File: config.mk
export PLATFORM = sky130hd
export DESIGN_NAME = adc_seq_ctrl
export DESIGN_NICKNAME = d
export VERILOG_FILES = /design/src/rtl/adc_seq_pkg.sv /design/src/rtl/adc_psc_div.sv /design/src/rtl/adc_res_fmt.sv /design/src/rtl/adc_seq_ctrl.sv
export SDC_FILE = /design/constraint.sdc
export NUM_CORES = 1
export LEC_CHECK = 0
export BUFFER_PORTS_ARGS = -buffer_cell sky130_fd_sc_hd__buf_2
export CORE_ASPECT_RATIO = 1.25
export CORE_UTILIZATION = 55
export DETAILED_ROUTE_END_ITERATION = 10
export PLACE_DENSITY = 0.84
export SYNTH_ARGS = -nofsm -noshare
export SYNTH_HDL_FRONTEND = slang
export SYNTH_SLANG_ARGS = --single-unit
File: constraint.sdc
create_clock -name clk -period 5.8 [get_ports clk]
set_clock_uncertainty 0.1 [all_clocks]
set_input_delay 1.16 -clock clk [delete_from_list [all_inputs] [get_ports clk]]
set_output_delay 1.16 -clock clk [all_outputs]
set_load 0.05 [all_outputs]
File: src/rtl/adc_seq_pkg.sv
package adc_seq_pkg;
    // Register byte offsets
    localparam logic [4:0] OFS_CTRL = 5'h00;
    localparam logic [4:0] OFS_DLY  = 5'h08;
    localparam logic [4:0] OFS_DATA = 5'h0C;
    localparam logic [4:0] OFS_ICLR = 5'h18;
    localparam logic [4:0] OFS_MUX  = 5'h1C;

    // Fixed control bit positions
    localparam int BIT_GO  = 0;
    localparam int BIT_SBY = 2;
    localparam int PSC_LSB = 6;

    typedef enum logic [1:0] {
        ST_IDLE = 2'd0,
        ST_WAIT = 2'd1,
        ST_CONV = 2'd2
    } seq_st_e;
endpackage

File: src/rtl/adc_psc_div.sv
module adc_psc_div #(
    parameter int PSC_W = 8
) (
    input  logic             clk,
    input  logic             rst_n,
    input  logic             en,
    input  logic [PSC_W-1:0] div,
    output logic             tick
);
    logic [PSC_W-1:0] cnt_d, cnt_q;

    always_comb begin
        tick  = en && (cnt_q >= div);
        cnt_d = (!en || tick) ? '0 : cnt_q + 1'b1;
    end

    always_ff @(posedge clk or negedge rst_n) begin
        if (!rst_n) cnt_q <= '0;
        else        cnt_q <= cnt_d;
    end
endmodule

File: src/rtl/adc_res_fmt.sv
module adc_res_fmt #(
    parameter int RES_W  = 12,
    parameter int DROP_W = 2
) (
    input  logic [RES_W-1:0] raw,
    input  logic             hires,
    output logic [RES_W-1:0] fmt
);
    generate
        if (DROP_W == 0) begin : g_full
            assign fmt = raw;
        end else begin : g_drop
            assign fmt = hires ? raw : {raw[RES_W-1:DROP_W], {DROP_W{1'b0}}};
        end
    endgenerate
endmodule

File: src/rtl/adc_seq_ctrl.sv
module adc_seq_ctrl
    import adc_seq_pkg::*;
#(
    parameter int CH_W    = 3,
    parameter int DLY_W   = 8,
    parameter int PSC_W   = 8,
    parameter int RES_W   = 12,
    parameter int DROP_W  = 2,
    parameter int PSC_RST = 49
) (
    input  logic             clk,
    input  logic             rst_n,
    input  logic             bus_wr,
    input  logic [4:0]       bus_addr,
    input  logic [31:0]      bus_wdata,
    output logic [31:0]      bus_rdata,
    output logic             irq,
    output logic [CH_W-1:0]  conv_chan,
    output logic             conv_start,
    output logic             conv_clk_en,
    output logic             conv_standby,
    input  logic [RES_W-1:0] conv_result,
    input  logic             conv_done
);
    localparam int PEN_BIT   = PSC_LSB + PSC_W;
    localparam int BUSY_BIT  = PEN_BIT + 1;
    localparam int HIRES_BIT = BUSY_BIT + 1;

    typedef struct packed {
        seq_st_e          st;
        logic [DLY_W-1:0] wait_cnt;
        logic             go_pulse;
        logic             irq;
        logic [RES_W-1:0] data;
        logic             sby;
        logic             pen;
        logic [PSC_W-1:0] psc;
        logic             hires;
        logic [CH_W-1:0]  mux;
        logic [CH_W-1:0]  act_ch;
        logic [DLY_W-1:0] dly;
    } regs_t;

    regs_t            r_d, r_q;
    logic             tick;
    logic [RES_W-1:0] fmt_res;
    logic             busy_w, pen_w, hires_w;
    logic [RES_W-1:0] data_w;
    logic             wr_ctrl, go_ok;

    assign busy_w  = (r_q.st != ST_IDLE);
    assign pen_w   = r_q.pen;
    assign hires_w = r_q.hires;
    assign data_w  = r_q.data;

    adc_psc_div #(.PSC_W(PSC_W)) u_div (
        .clk  (clk),
        .rst_n(rst_n),
        .en   (pen_w),
        .div  (r_q.psc),
        .tick (tick)
    );

    adc_res_fmt #(.RES_W(RES_W), .DROP_W(DROP_W)) u_fmt (
        .raw  (conv_result),
        .hires(hires_w),
        .fmt  (fmt_res)
    );

    always_comb begin
        r_d          = r_q;
        r_d.go_pulse = 1'b0;
        wr_ctrl      = bus_wr && (bus_addr == OFS_CTRL);
        go_ok        = wr_ctrl && bus_wdata[BIT_GO] && bus_wdata[PEN_BIT]
                       && !bus_wdata[BIT_SBY];

        if (bus_wr) begin
            case (bus_addr)
                OFS_CTRL: begin
                    r_d.sby   = bus_wdata[BIT_SBY];
                    r_d.pen   = bus_wdata[PEN_BIT];
                    r_d.psc   = bus_wdata[PSC_LSB +: PSC_W];
                    r_d.hires = bus_wdata[HIRES_BIT];
                end
                OFS_DLY:  r_d.dly = bus_wdata[DLY_W-1:0];
                OFS_MUX:  r_d.mux = bus_wdata[CH_W-1:0];
                OFS_ICLR: if (bus_wdata[0]) r_d.irq = 1'b0;
                default: ;
            endcase
        end

        case (r_q.st)
            ST_IDLE: begin
                if (go_ok) begin
                    r_d.st       = ST_WAIT;
                    r_d.wait_cnt = r_q.dly;
                    r_d.act_ch   = r_q.mux;
                end
            end
            ST_WAIT: begin
                if (tick) begin
                    if (r_q.wait_cnt == '0) begin
                        r_d.go_pulse = 1'b1;
                        r_d.st       = ST_CONV;
                    end else begin
                        r_d.wait_cnt = r_q.wait_cnt - 1'b1;
                    end
                end
            end
            ST_CONV: begin
                if (conv_done) begin
                    r_d.data = fmt_res;
                    r_d.irq  = 1'b1;
                    r_d.st   = ST_IDLE;
                end
            end
            default: r_d.st = ST_IDLE;
        endcase
    end

    always_ff @(posedge clk or negedge rst_n) begin
        if (!rst_n) begin
            r_q     <= '0;
            r_q.psc <= PSC_W'(PSC_RST);
        end else begin
            r_q <= r_d;
        end
    end

    always_comb begin
        bus_rdata = '0;
        case (bus_addr)
            OFS_CTRL: begin
                bus_rdata[BIT_SBY]             = r_q.sby;
                bus_rdata[PSC_LSB +: PSC_W]    = r_q.psc;
                bus_rdata[PEN_BIT]             = r_q.pen;
                bus_rdata[BUSY_BIT]            = busy_w;
                bus_rdata[HIRES_BIT]           = r_q.hires;
            end
            OFS_DLY:  bus_rdata[DLY_W-1:0] = r_q.dly;
            OFS_DATA: bus_rdata[RES_W-1:0] = data_w;
            OFS_MUX:  bus_rdata[CH_W-1:0]  = r_q.mux;
            default: ;
        endcase
    end

    assign irq          = r_q.irq;
    assign conv_chan    = r_q.act_ch;
    assign conv_start   = r_q.go_pulse;
    assign conv_clk_en  = tick;
    assign conv_standby = r_q.sby;
endmodule

Word level (Yosys, flattened, before mapping)
Cells that the tools add are included.
{"block": "classes", "n_addsub": 2, "multipliers": 0, "n_div": 0, "n_lt_le_gt_ge": 1, "n_eq_ne": 11, "shifts": 0, "n_mux": 22, "bitwise_logic": 0, "reduce_logical": 20}
{"operator": "$mux W13", "n": 2}
{"operator": "$pmux W2 S3", "n": 3}
{"operator": "$mux W8", "n": 2}
{"operator": "$pmux W8 S2", "n": 1}
{"operator": "$mux W11", "n": 1}
{"operator": "$eq A5 B4 Y1 const B", "n": 2}
{"operator": "$eq A5 B5 Y1 const B", "n": 2}
{"operator": "$mux W10", "n": 1}
{"operator": "$ne A2 B2 Y1 const B", "n": 5}
{"operator": "$reduce_and A2 Y1", "n": 5}
{"operator": "$add A8 B1 Y8 const B", "n": 1}
{"operator": "$ge A8 B8 Y1", "n": 1}
{"operator": "$logic_not A8 Y1", "n": 1}
{"operator": "$pmux W4 S2", "n": 1}
{"operator": "$reduce_and A4 Y1", "n": 2}
{"operator": "$sub A8 B1 Y8 const B", "n": 1}
{"operator": "$mux W2", "n": 3}
{"operator": "$pmux W3 S2", "n": 1}
{"operator": "$logic_and A1 B1 Y1", "n": 5}
{"operator": "$logic_not A5 Y1", "n": 1}
{"operator": "$mux W1", "n": 5}
{"operator": "$mux W5", "n": 1}
{"operator": "$pmux W1 S4", "n": 1}
{"operator": "$reduce_bool A2 Y1", "n": 2}
{"operator": "5 further kinds", "n": 6}
{"block": "totals", "regBits": 57, "latchBits": 0, "ramBits": 0, "mem_bits_ro": 0, "in_bits": 53, "out_inout_bits": 39, "memories": 0}

Longest topological paths before layout
Gate-level depths: netlist (run 1).
{"block": "depth", "depth_word": 7, "mapped_depth": 9, "depth_no_buf": 9}

Modules after synthesis
From an unflattened synthesis (run 1), not the netlist that was laid out.
{"block": "hier_totals", "hier_cells": 286, "area_unflattened_um2": 3190.6}
{"mod": "adc_seq_ctrl", "instances": 1, "cells_per_inst": 215, "area_each_um2": 2524.9}
{"mod": "adc_psc_div", "instances": 1, "cells_per_inst": 59, "area_each_um2": 578.1}
{"mod": "adc_res_fmt", "instances": 1, "cells_per_inst": 12, "area_each_um2": 87.6}

Worst setup path before layout (run 1)
OpenSTA, ideal clock, no wires.
{"block": "synth_path", "path_kind": "input to output", "start": "input bus_addr[4]", "end": "output bus_rdata[6]", "arrival_time_ns": 3.026, "t_required_ns": 4.540, "path_slack_ns": 1.514, "stages": 4, "cell_sequence": "buf_6 > or4_4 > buf_6 > o21ai_0"}
{"block": "synth_via", "elab_chain_cells": 2, "word_cells_on_any_way": 4, "classes_between": "2 x eq/ne; 1 x mux; 1 x reduce/logical"}
{"element": "start: declaration", "line": "adc_seq_ctrl.sv:14", "source": "input logic [4:0] bus_addr,"}
{"element": "$eq A5 B4 Y1 / $logic_not A5 Y1 (equally long branches)", "line": "adc_seq_ctrl.sv:132", "source": "case (bus_addr)"}
{"element": "$pmux W2 S3 (*)", "line": "adc_seq_ctrl.sv:132"}
{"element": "end: declaration", "line": "adc_seq_ctrl.sv:16", "source": "output logic [31:0] bus_rdata,"}
Mark *: on every way between the ends. The rest lies on a longest branch, timed or not.

Final worst setup path (run 1)
{"block": "layout_path", "start": "register r_q[20] (netlist name)", "end": "output conv_clk_en"}
{"block": "layout_via", "elab_chain_cells": 2}
{"element": "start: declaration", "line": "adc_seq_ctrl.sv:44", "source": "regs_t r_d, r_q;"}
{"element": "start signal: assignment", "line": "adc_seq_ctrl.sv:126", "source": "r_q <= r_d;"}
{"element": "$ge A8 B8 Y1", "line": "adc_psc_div.sv:13", "source": "tick = en && (cnt_q >= div);"}
{"element": "$logic_and A1 B1 Y1", "line": "adc_psc_div.sv:13"}
{"element": "end: declaration", "line": "adc_seq_ctrl.sv:20", "source": "output logic conv_clk_en,"}
Every way passes these cells.

==> results of run 1 <==
per-stage QoR:
stage                     setup slack [ps]  area [um^2]  cells
final                                 1610         3510    426
after detailed placement              1770         3340    412
after CTS                             1660         3510    426
after global placement                1700         3340    412
after floorplan                       1510         3140    313
after global routing                  1530         3510    426
how the worst max path moves through the flow:
stage / slack [ps] / to
CTS: 1660 / conv_clk_en
floorplan: 1510 / bus_rdata[6]
global route: 1530 / conv_clk_en
detailed placement: 1770 / bus_rdata[0]
global placement: 1700 / bus_rdata[0]
finish: 1610 / conv_clk_en
cells in the mapped netlist (2+ instances only):
| library cell | n | area, um^2 |
|---|---|---|
| clkbuf_1 | 6 | 22.5 |
| o41ai_1 | 2 | 17.5 |
| nand2_1 | 39 | 146 |
| dfstp_2 | 3 | 78.8 |
| buf_6 | 2 | 22.5 |
| o211ai_1 | 4 | 30.0 |
| or3_1 | 2 | 12.5 |
| and3_1 | 3 | 18.8 |
| a22o_1 | 7 | 61.3 |
| a22oi_1 | 3 | 22.5 |
| nor3_1 | 7 | 35.0 |
| a21oi_1 | 3 | 15.0 |
| ha_1 | 10 | 125 |
| o21a_1 | 3 | 22.5 |
| xnor2_1 | 2 | 17.5 |
| nand3_1 | 7 | 35.0 |
| xor2_1 | 4 | 35.0 |
| mux2_2 | 27 | 304 |
| o21ai_0 | 15 | 75.1 |
| nor4_1 | 3 | 18.8 |
| nand2b_1 | 4 | 25.0 |
| dfrtp_1 | 54 | 1350 |
| and2_1 | 3 | 18.8 |
| nor2_1 | 19 | 71.3 |
| inv_1 | 19 | 71.3 |
| buf_4 | 18 | 135 |
| mux2i_1 | 7 | 70.1 |
| o31ai_1 | 2 | 15.0 |
registers in the layout, indices dropped and copies added, names as in the netlist:
name / count
r_q: 29
data_w: 12
u_div.cnt_q: 8
conv_chan: 3
conv_standby: 1
conv_start: 1
hires_w: 1
irq: 1
pen_w: 1
worst max-delay path, stage by stage (launching register included):
cell,delay (ps)
dfstp_2,540
inv_1,80
ha_1,320
nand2_1,80
o41ai_2,700
nand2_1,350
inv_1,220
buf_2,300
power by group through the flow:
stage	clock network, W	logic, W	registers (W)
3_5_place_dp	0	0.000142	0.000472
4_1_cts	0.000321	0.000146	0.000465
6_report	0.000319	0.000146	0.000466
3_3_place_gp	0	0.000137	0.000469
5_1_grt	0.000335	0.000160	0.000469
2_1_floorplan	0	0.000104	0.000466
area by class of cell:
class                           count  area [um^2]  area share
Clock buffer                       14          163      0.0464
Inverter                           19         71.3      0.0203
Multi-Input combinational cell    211         1450       0.415
Sequential cell                    57         1430       0.408
Tap cell                           64         80.1      0.0228
Timing Repair Buffer               61          308      0.0878
layer usage:
metal | GRT usage | wire length [um] | vias up
met5 | 0 | 0 | -
met4 | 0.160 | 208 | 0
met3 | 0.0452 | 408 | 21
met2 | 0.435 | 3670 | 100
met1 | 0.318 | 2720 | 1171
li1 | - | - | 1139
kinds of logic after synthesis:
family	Yosys count	share of synthesized area
xor gates and xnor gates	6	0.0170
muxes	34	0.121
adders and majority gates	10	0.0406
buffers and inverters	45	0.0816
DFF	57	0.464
AOI/OAI and AO/OA	51	0.125
and+or+nand+nor	95	0.149
other	1	0.00122
==> out/qor.txt, run 1 <==
Status - finished clean
Worst Hold End - r_q[15]
Synthesized area per cell - 10.3 um^2
Chip height - 85.7 um
Power Total - 0.000930 W
Final ANT Viol Nets - 0
Static Leak - 1.80 nW
DR vias - 2431
Per-cell routed wire length - 16.5 um
Max Clock Freq - 0.239 GHz
Core area - 5410 um^2
Top Ports - 92
Die area - 5910 um^2
Worst-margin pin slew - 784 ps
DRC - 0
Power share of the sequential group - 0.501
Peak supply drop - 234 uV
Relative slew margins - 0.475
Fin Hold WS - 376 ps
CTS tree - yes
Area delta synth->final - 13.7%
Largest net degree at the start of global routing - 58
Sw frac - 0.291
Drt initial violations - 189
Power per standard cell area - 265 nW/um^2
Req. time, crit path - 4540 ps
Ant. Diodes - 0
Setup TNS - 0 ps
Proportion of layout cells with a drive suffix above 1 - 0.301
Final Core Density - 0.649
# hold bufs at CTS - 0
Global-route wire length before repair - 11.4 mm
Internal power - 0.000660 W
Syn Inst Count - 299
Main synth FF type - dfrtp_1
Number of H-tree levels - 3
Maxcap violations - 0
Fill cells - 468
Detail Placement HPWL - 4.97 mm
Routability congestion estimate - 0.916
Die W - 69.0 um
Post-synth ARST share - 1.00
Total global routing overflow - 0
Mapped Area - 3080 um^2
Seq/Total Area, Yosys - 0.464
Post-CTS setup buffer count - 0
Nets - 422
Crit share post-route - 0.722
Worst setup SP type - flip-flop
Crit Path Max Fanout - 7
# rows - 30
Final wirelength - 7.01 mm
Endpoints failing setup - 0
Combinational Power Share - 0.156
Clk_lat worst skew - 330 ps
Post-synth EDFFs - 0
Starting density of the core - 0.570
CP Class - flip-flop to primary output
Crit Reg-Reg Startpoint - r_q[20]
Flops & latches, synth - 57
Crit path from - r_q[20]
TritonRoute pass-1 iters - 6
R2R setup slack - 2840 ps
HP Class - flip-flop to flip-flop
Sw Pwr - 0.000271 W
Reg-to-reg endpoint - r_q[46]
Final hold viol count - 0
Count of input and output buffers - 60
Clock Sinks - 57
Yosys warns - 0
Synth unique cells - 49
Vias in the first global route - 2409
CTS buffer count - 9
Clk pwr share - 0.343
Hold path cells - 2
Cell count of the worst reg-to-reg path - 7
Most common cell after layout, fill and taps aside - buf_2
RSZ-0062 raised after global routing - no
Setup crit end kind - primary output
DR vias/cell - 5.71
Root buffer cell - clkbuf_8
Most frequent cells in the layout - buf_2 (60), dfrtp_1 (54), nand2_1 (39)
Post-CTS sizing - 0
Clk slew on worst S/H paths - 60 ps
CP Data Arrival Time - 2930 ps
Final Max Tran Viols - 0
Clock period minus worst slack - 4190 ps
Initial antenna violation count - 0
Hold Path Origin - r_q[15]
GRT Util Overall - 0.266
Max clock buf depth - 2
No activity file was read; power rests on OpenSTA's default activity.
==> run 2, diff against run 1 <==
--- a/config.mk
+++ b/config.mk
@@ -7,9 +7,9 @@
 export LEC_CHECK = 0
 export BUFFER_PORTS_ARGS = -buffer_cell sky130_fd_sc_hd__buf_2
 export CORE_ASPECT_RATIO = 1.25
-export CORE_UTILIZATION = 55
+export CORE_UTILIZATION = 52
 export DETAILED_ROUTE_END_ITERATION = 10
-export PLACE_DENSITY = 0.84
+export PLACE_DENSITY = 0.8
 export SYNTH_ARGS = -nofsm -noshare
 export SYNTH_HDL_FRONTEND = slang
 export SYNTH_SLANG_ARGS = --single-unit
==> constraint.sdc (replaced) <==
create_clock -name clk -period 3.89 [get_ports clk]
set_clock_uncertainty 0.1 [all_clocks]
set_input_delay 0.778 -clock clk [delete_from_list [all_inputs] [get_ports clk]]
set_output_delay 0.778 -clock clk [all_outputs]
set_load 0.05 [all_outputs]
==> run 2 against run 1 <==
Net effect: core utilization shrank 3.2 points; critical path type unchanged; final area grew 1.0%; flip-flop and latch count is the same; worst setup slack lost 1200 ps; non-clock buffer count grew 2; first-iteration DRC count grew 2.1%; largest power group unchanged; critical path depth is the same; sequential share of layout area shrank 0.40 points.
==> out/qor.txt, run 2 (same netlist as run 1, synthesis figures left out) <==
Status - finished clean
Number of H-tree levels - 3
Starting density of the core - 0.537
Area delta synth->final - 14.9%
Ant. Diodes - 0
Fin cells - 431
Final Max Tran Viols - 0
Fin Hold WS - 396 ps
CP Data Arrival Time - 2630 ps
Die area - 6240 um^2
Setup TNS - 0 ps
CTS tree - yes
Final hold viol count - 0
Chip height - 88.1 um
Root buffer cell - clkbuf_8
Final Core Density - 0.617
Most common cell after layout, fill and taps aside - buf_2
Final wirelength - 6.90 mm
Clk_lat worst skew - 340 ps
Endpoints failing setup - 0
Cell area after layout - 3540 um^2
Largest net degree at the start of global routing - 44
Most frequent cells in the layout - buf_2 (60), dfrtp_1 (54), nand2_1 (39)
Crit Reg-Reg Startpoint - r_q[15]
Peak supply drop - 252 uV
Core area - 5740 um^2
Crit share post-route - 0.903
Clk slew on worst S/H paths - 60 ps
Worst-margin pin slew - 955 ps
Clock period minus worst slack - 3510 ps
Largest Register - r_q
Maxcap violations - 0
DR vias/cell - 5.63
# hold bufs at CTS - 0
Detail Placement HPWL - 5.10 mm
Fill cells - 512
Power per standard cell area - 397 nW/um^2
Max reg flops - 29
DRC - 0
TritonRoute pass-1 iters - 7
DR vias - 2425
Total global routing overflow - 0
Post-CTS sizing - 0
Dpl cells - 416
Global-route wire length before repair - 11.1 mm
Routability congestion estimate - 0.882
Hold Path Origin - r_q[15]
CP Class - flip-flop to primary output
Crit Path Max Fanout - 6
Clock Sinks - 57
Placed cell area - 3360 um^2
Nets - 424
Top Ports - 92
Relative slew margins - 0.364
Static Leak - 1.83 nW
Crit path from - r_q[20]
Req. time, crit path - 3010 ps
Vias in the first global route - 2359
Proportion of layout cells with a drive suffix above 1 - 0.315
GRT Util Overall - 0.239
Count of input and output buffers - 60
Worst setup SP type - flip-flop
Drt initial violations - 193
Per-cell routed wire length - 16.0 um
RSZ-0062 raised after global routing - no
Die W - 70.9 um
# rows - 31
Max clock buf depth - 2
CTS buffer count - 9
Initial antenna violation count - 0
Setup crit end kind - primary output
Final ANT Viol Nets - 0
HP Class - flip-flop to flip-flop
Max Clock Freq - 0.285 GHz
Post-CTS setup buffer count - 0
## run 2: final cells by class
type | instances | area [um^2] | share of cell area
sequential | 57 | 1430 | 0.404
timing repair buffer | 63 | 323 | 0.0912
inverter | 19 | 71.3 | 0.0201
tap | 66 | 82.6 | 0.0233
multi-input combinational | 211 | 1450 | 0.411
clock buffer | 12 | 165 | 0.0466
clock inverter | 3 | 15.0 | 0.00424
## run 2: path summary, 6_finish.rpt
check,endpoint,slack (ps),cells after the start
min,r_q[15],400,2
min in group asynchronous,conv_chan[1],480,1
max,conv_clk_en,380,7
max reg2reg,r_q[42],1050,7
max in group asynchronous,r_q[19],2370,2
min reg2reg,r_q[15],400,2
## run 2: power by group
group | switching, W | internal, W
Combinational | 0.000137 | 0.0000731
Sequential | 0.0000407 | 0.000650
Clock | 0.000230 | 0.000276
## run 2: per-layer routing
layer	global-route usage	wire length, um
met2	0.417	3730
met1	0.275	2750
met4	0.133	148
met3	0.0518	268
met5	0	0
## run 2: worst max-delay path, cell delays in order, from the launching register on
cell and delay [ps]:
dfstp_2 540, inv_1 70, ha_1 300, nand2_1 70, o41ai_2 660, nand2_1 150
inv_1 210, buf_2 300
## run 2: metrics by stage
stage / setup slack (ps) / power [W]
final: 379 / 0.00141
after detailed placement: 521 / 0.000912
after global routing: 246 / 0.00147
after floorplan: 368 / 0.000850
after CTS: 406 / 0.00142
after global placement: 518 / 0.000902
==> run 3, diff against run 2 <==
--- a/config.mk
+++ b/config.mk
@@ -9,7 +9,8 @@
 export CORE_ASPECT_RATIO = 1.25
 export CORE_UTILIZATION = 52
 export DETAILED_ROUTE_END_ITERATION = 10
-export PLACE_DENSITY = 0.8
+export PLACE_DENSITY = 0.81
 export SYNTH_ARGS = -nofsm -noshare
 export SYNTH_HDL_FRONTEND = slang
+export SYNTH_HIERARCHICAL = 1
 export SYNTH_SLANG_ARGS = --single-unit
==> run 3 against run 2 <==
Net effect: non-clock buffer count decreased by 1; final area increased by 2.3%; core utilization increased by 0.18 points; flip-flop and latch count unchanged; critical path depth decreased by 1; clock power increased by 20%; register-to-register slack got worse by 330 ps; largest cell class unchanged; highest routed layer unchanged.
==> out/qor.txt, run 3 <==
Status - finished clean
Crit Reg-Reg Startpoint - r_q[17]
Static Leak - 1.82 nW
Top Ports - 92
Detail Placement HPWL - 4.88 mm
Final Max Tran Viols - 0
Area contributors post-synth - dfrtp_1 (42%), mux2_2 (13%), buf_4 (6.8%)
Main synth FF type - dfrtp_1
HP Class - primary input to async pin
Worst-margin pin slew - 736 ps
Delay-heaviest family, CP - simple AND/OR/NAND/NOR gates
Power Total - 0.00165 W
Final ANT Viol Nets - 0
Dpl cells - 409
Largest net degree at the start of global routing - 35
Final hold viol count - 0
Fin cells - 425
Maxcap violations - 0
Synthesized area per cell - 11.2 um^2
CP Class - primary input to primary output
Max reg flops - 29
# rows - 31
Largest Register - r_q
Most Frequent Cell on Critical Path - buf_2
Post-synth ARST share - 1.00
Nets - 402
Die area - 6450 um^2
Commonest cells in the netlist - dfrtp_1 (54), mux2_2 (37), buf_4 (29)
Chip height - 89.6 um
Seq/Total Area, Yosys - 0.448
Req. time, crit path - 3010 ps
Clock period minus worst slack - 3330 ps
Core area - 5860 um^2
CP Data Arrival Time - 2450 ps
Proportion of layout cells with a drive suffix above 1 - 0.379
CTS buffer count - 9
Post-CTS sizing - 0
DR vias/cell - 5.44
Max Clock Freq - 0.301 GHz
Max clock buf depth - 2
Final Core Density - 0.619
Peak supply drop - 284 uV
Clk slew on worst S/H paths - 70 ps
Relative slew margins - 0.509
Setup TNS - 0 ps
Initial antenna violation count - 0
Synth unique cells - 49
CP bufs+invs - 3
Top-count cell post-synth - dfrtp_1
Post-synth top area cell - dfrtp_1
Syn Inst Count - 286
RSZ-0062 raised after global routing - no
Setup crit end kind - primary output
DRC - 0
Global-route wire length before repair - 10.4 mm
Root buffer cell - clkbuf_8
Slowest CP cell - or4_4
TritonRoute pass-1 iters - 4
GRT Util Overall - 0.219
Final wirelength - 6.58 mm
Fin Hold WS - 397 ps
Crit Path Max Fanout - 9
Worst setup SP type - primary input
Vias in the first global route - 2292
Routability congestion estimate - 0.929
Crit path from - bus_addr[4]
Power per standard cell area - 454 nW/um^2
CTS tree - yes
Count of input and output buffers - 60
Drt initial violations - 196
Synth top area share - 0.424
Die W - 72.1 um
Clock Sinks - 57
Endpoints failing setup - 0
Most frequent cells in the layout - buf_2 (60), dfrtp_1 (54), mux2_2 (37)
Mapped Area - 3190 um^2
Clk_lat worst skew - 340 ps
CP cell instances - buf_2, or4_4, nor2_2, buf_4, a22o_1, buf_2
Flops & latches, synth - 57
Yosys warns - 6
Area delta synth->final - 13.6%
Post-synth EDFFs - 0
Max stage delay on crit path - 580 ps
Starting density of the core - 0.545
Most common cell after layout, fill and taps aside - buf_2
Post-CTS setup buffer count - 0
Per-cell routed wire length - 15.5 um
DR vias - 2312
Number of H-tree levels - 3
Ant. Diodes - 0
Crit share post-route - 0.855
# hold bufs at CTS - 0
Total global routing overflow - 0
[run 3: changes by cell type in the layout (fill, tap and decap cells not counted), moves of 4 or more]
cell and delta:
inv_1 -5, o21ai_0 -10, o211ai_1 -4, and2_1 +6, nand2_1 -31, clkinvlp_4 +4
mux2i_1 -4, o2bb2ai_1 +4, mux2_2 +10, a21oi_1 +4, a21o_1 +4, a22o_1 +5
[run 3: kinds of logic after synthesis]
kind of cell	synth area share
other cells	0.00118
fa+ha+maj	0.0431
compound gates	0.124
mux	0.140
xor+xnor	0.0165
buf+inv	0.0969
simple gates	0.130
flops	0.448
[run 3: final cells by class]
class	instances	area (um^2)
fillers	481	2230
multi-input cells	194	1500
flip-flops and latches	57	1430
repair buffers	62	315
clock buffers	9	124
well taps	82	103
clock inverters	7	95.1
inverters	14	52.6
[run 3: metal layers]
layer,vias to the layer above,global-route usage,wire [um]
met3,18,0.0580,307
met4,0,0.130,198
met1,1128,0.234,2630
li1,1088,-,-
met2,78,0.388,3440
met5,-,0,0
[run 3: path summary, 6_finish.rpt]
path | end | slack (ps) | cells after the start
hold / removal | conv_chan[0] | 400 | 1
min in group clk | r_q[46] | 410 | 1
max in group asynchronous | r_q[15] | 2450 | 2
setup reg to reg | r_q[46] | 720 | 10
setup / recovery | bus_rdata[11] | 560 | 6
hold reg to reg | r_q[46] | 410 | 1
[run 3: report_power, final]
part / internal [W] / switching [W] / total, W / leakage, nW
logic: 0.000128 / 0.000191 / 0.000319 / 0.959
registers: 0.000664 / 0.0000582 / 0.000722 / 0.760
clock network: 0.000358 / 0.000247 / 0.000605 / 0.0975
total: 0.00115 / 0.000496 / 0.00165 / 1.82
[run 3: through the flow]
stage | instance area [um^2] | worst slack, ps
after floorplan | 3240 | 480
after global placement | 3400 | 553
after detailed placement | 3400 | 559
after CTS | 3620 | 555
after global routing | 3620 | 500
final | 3620 | 564
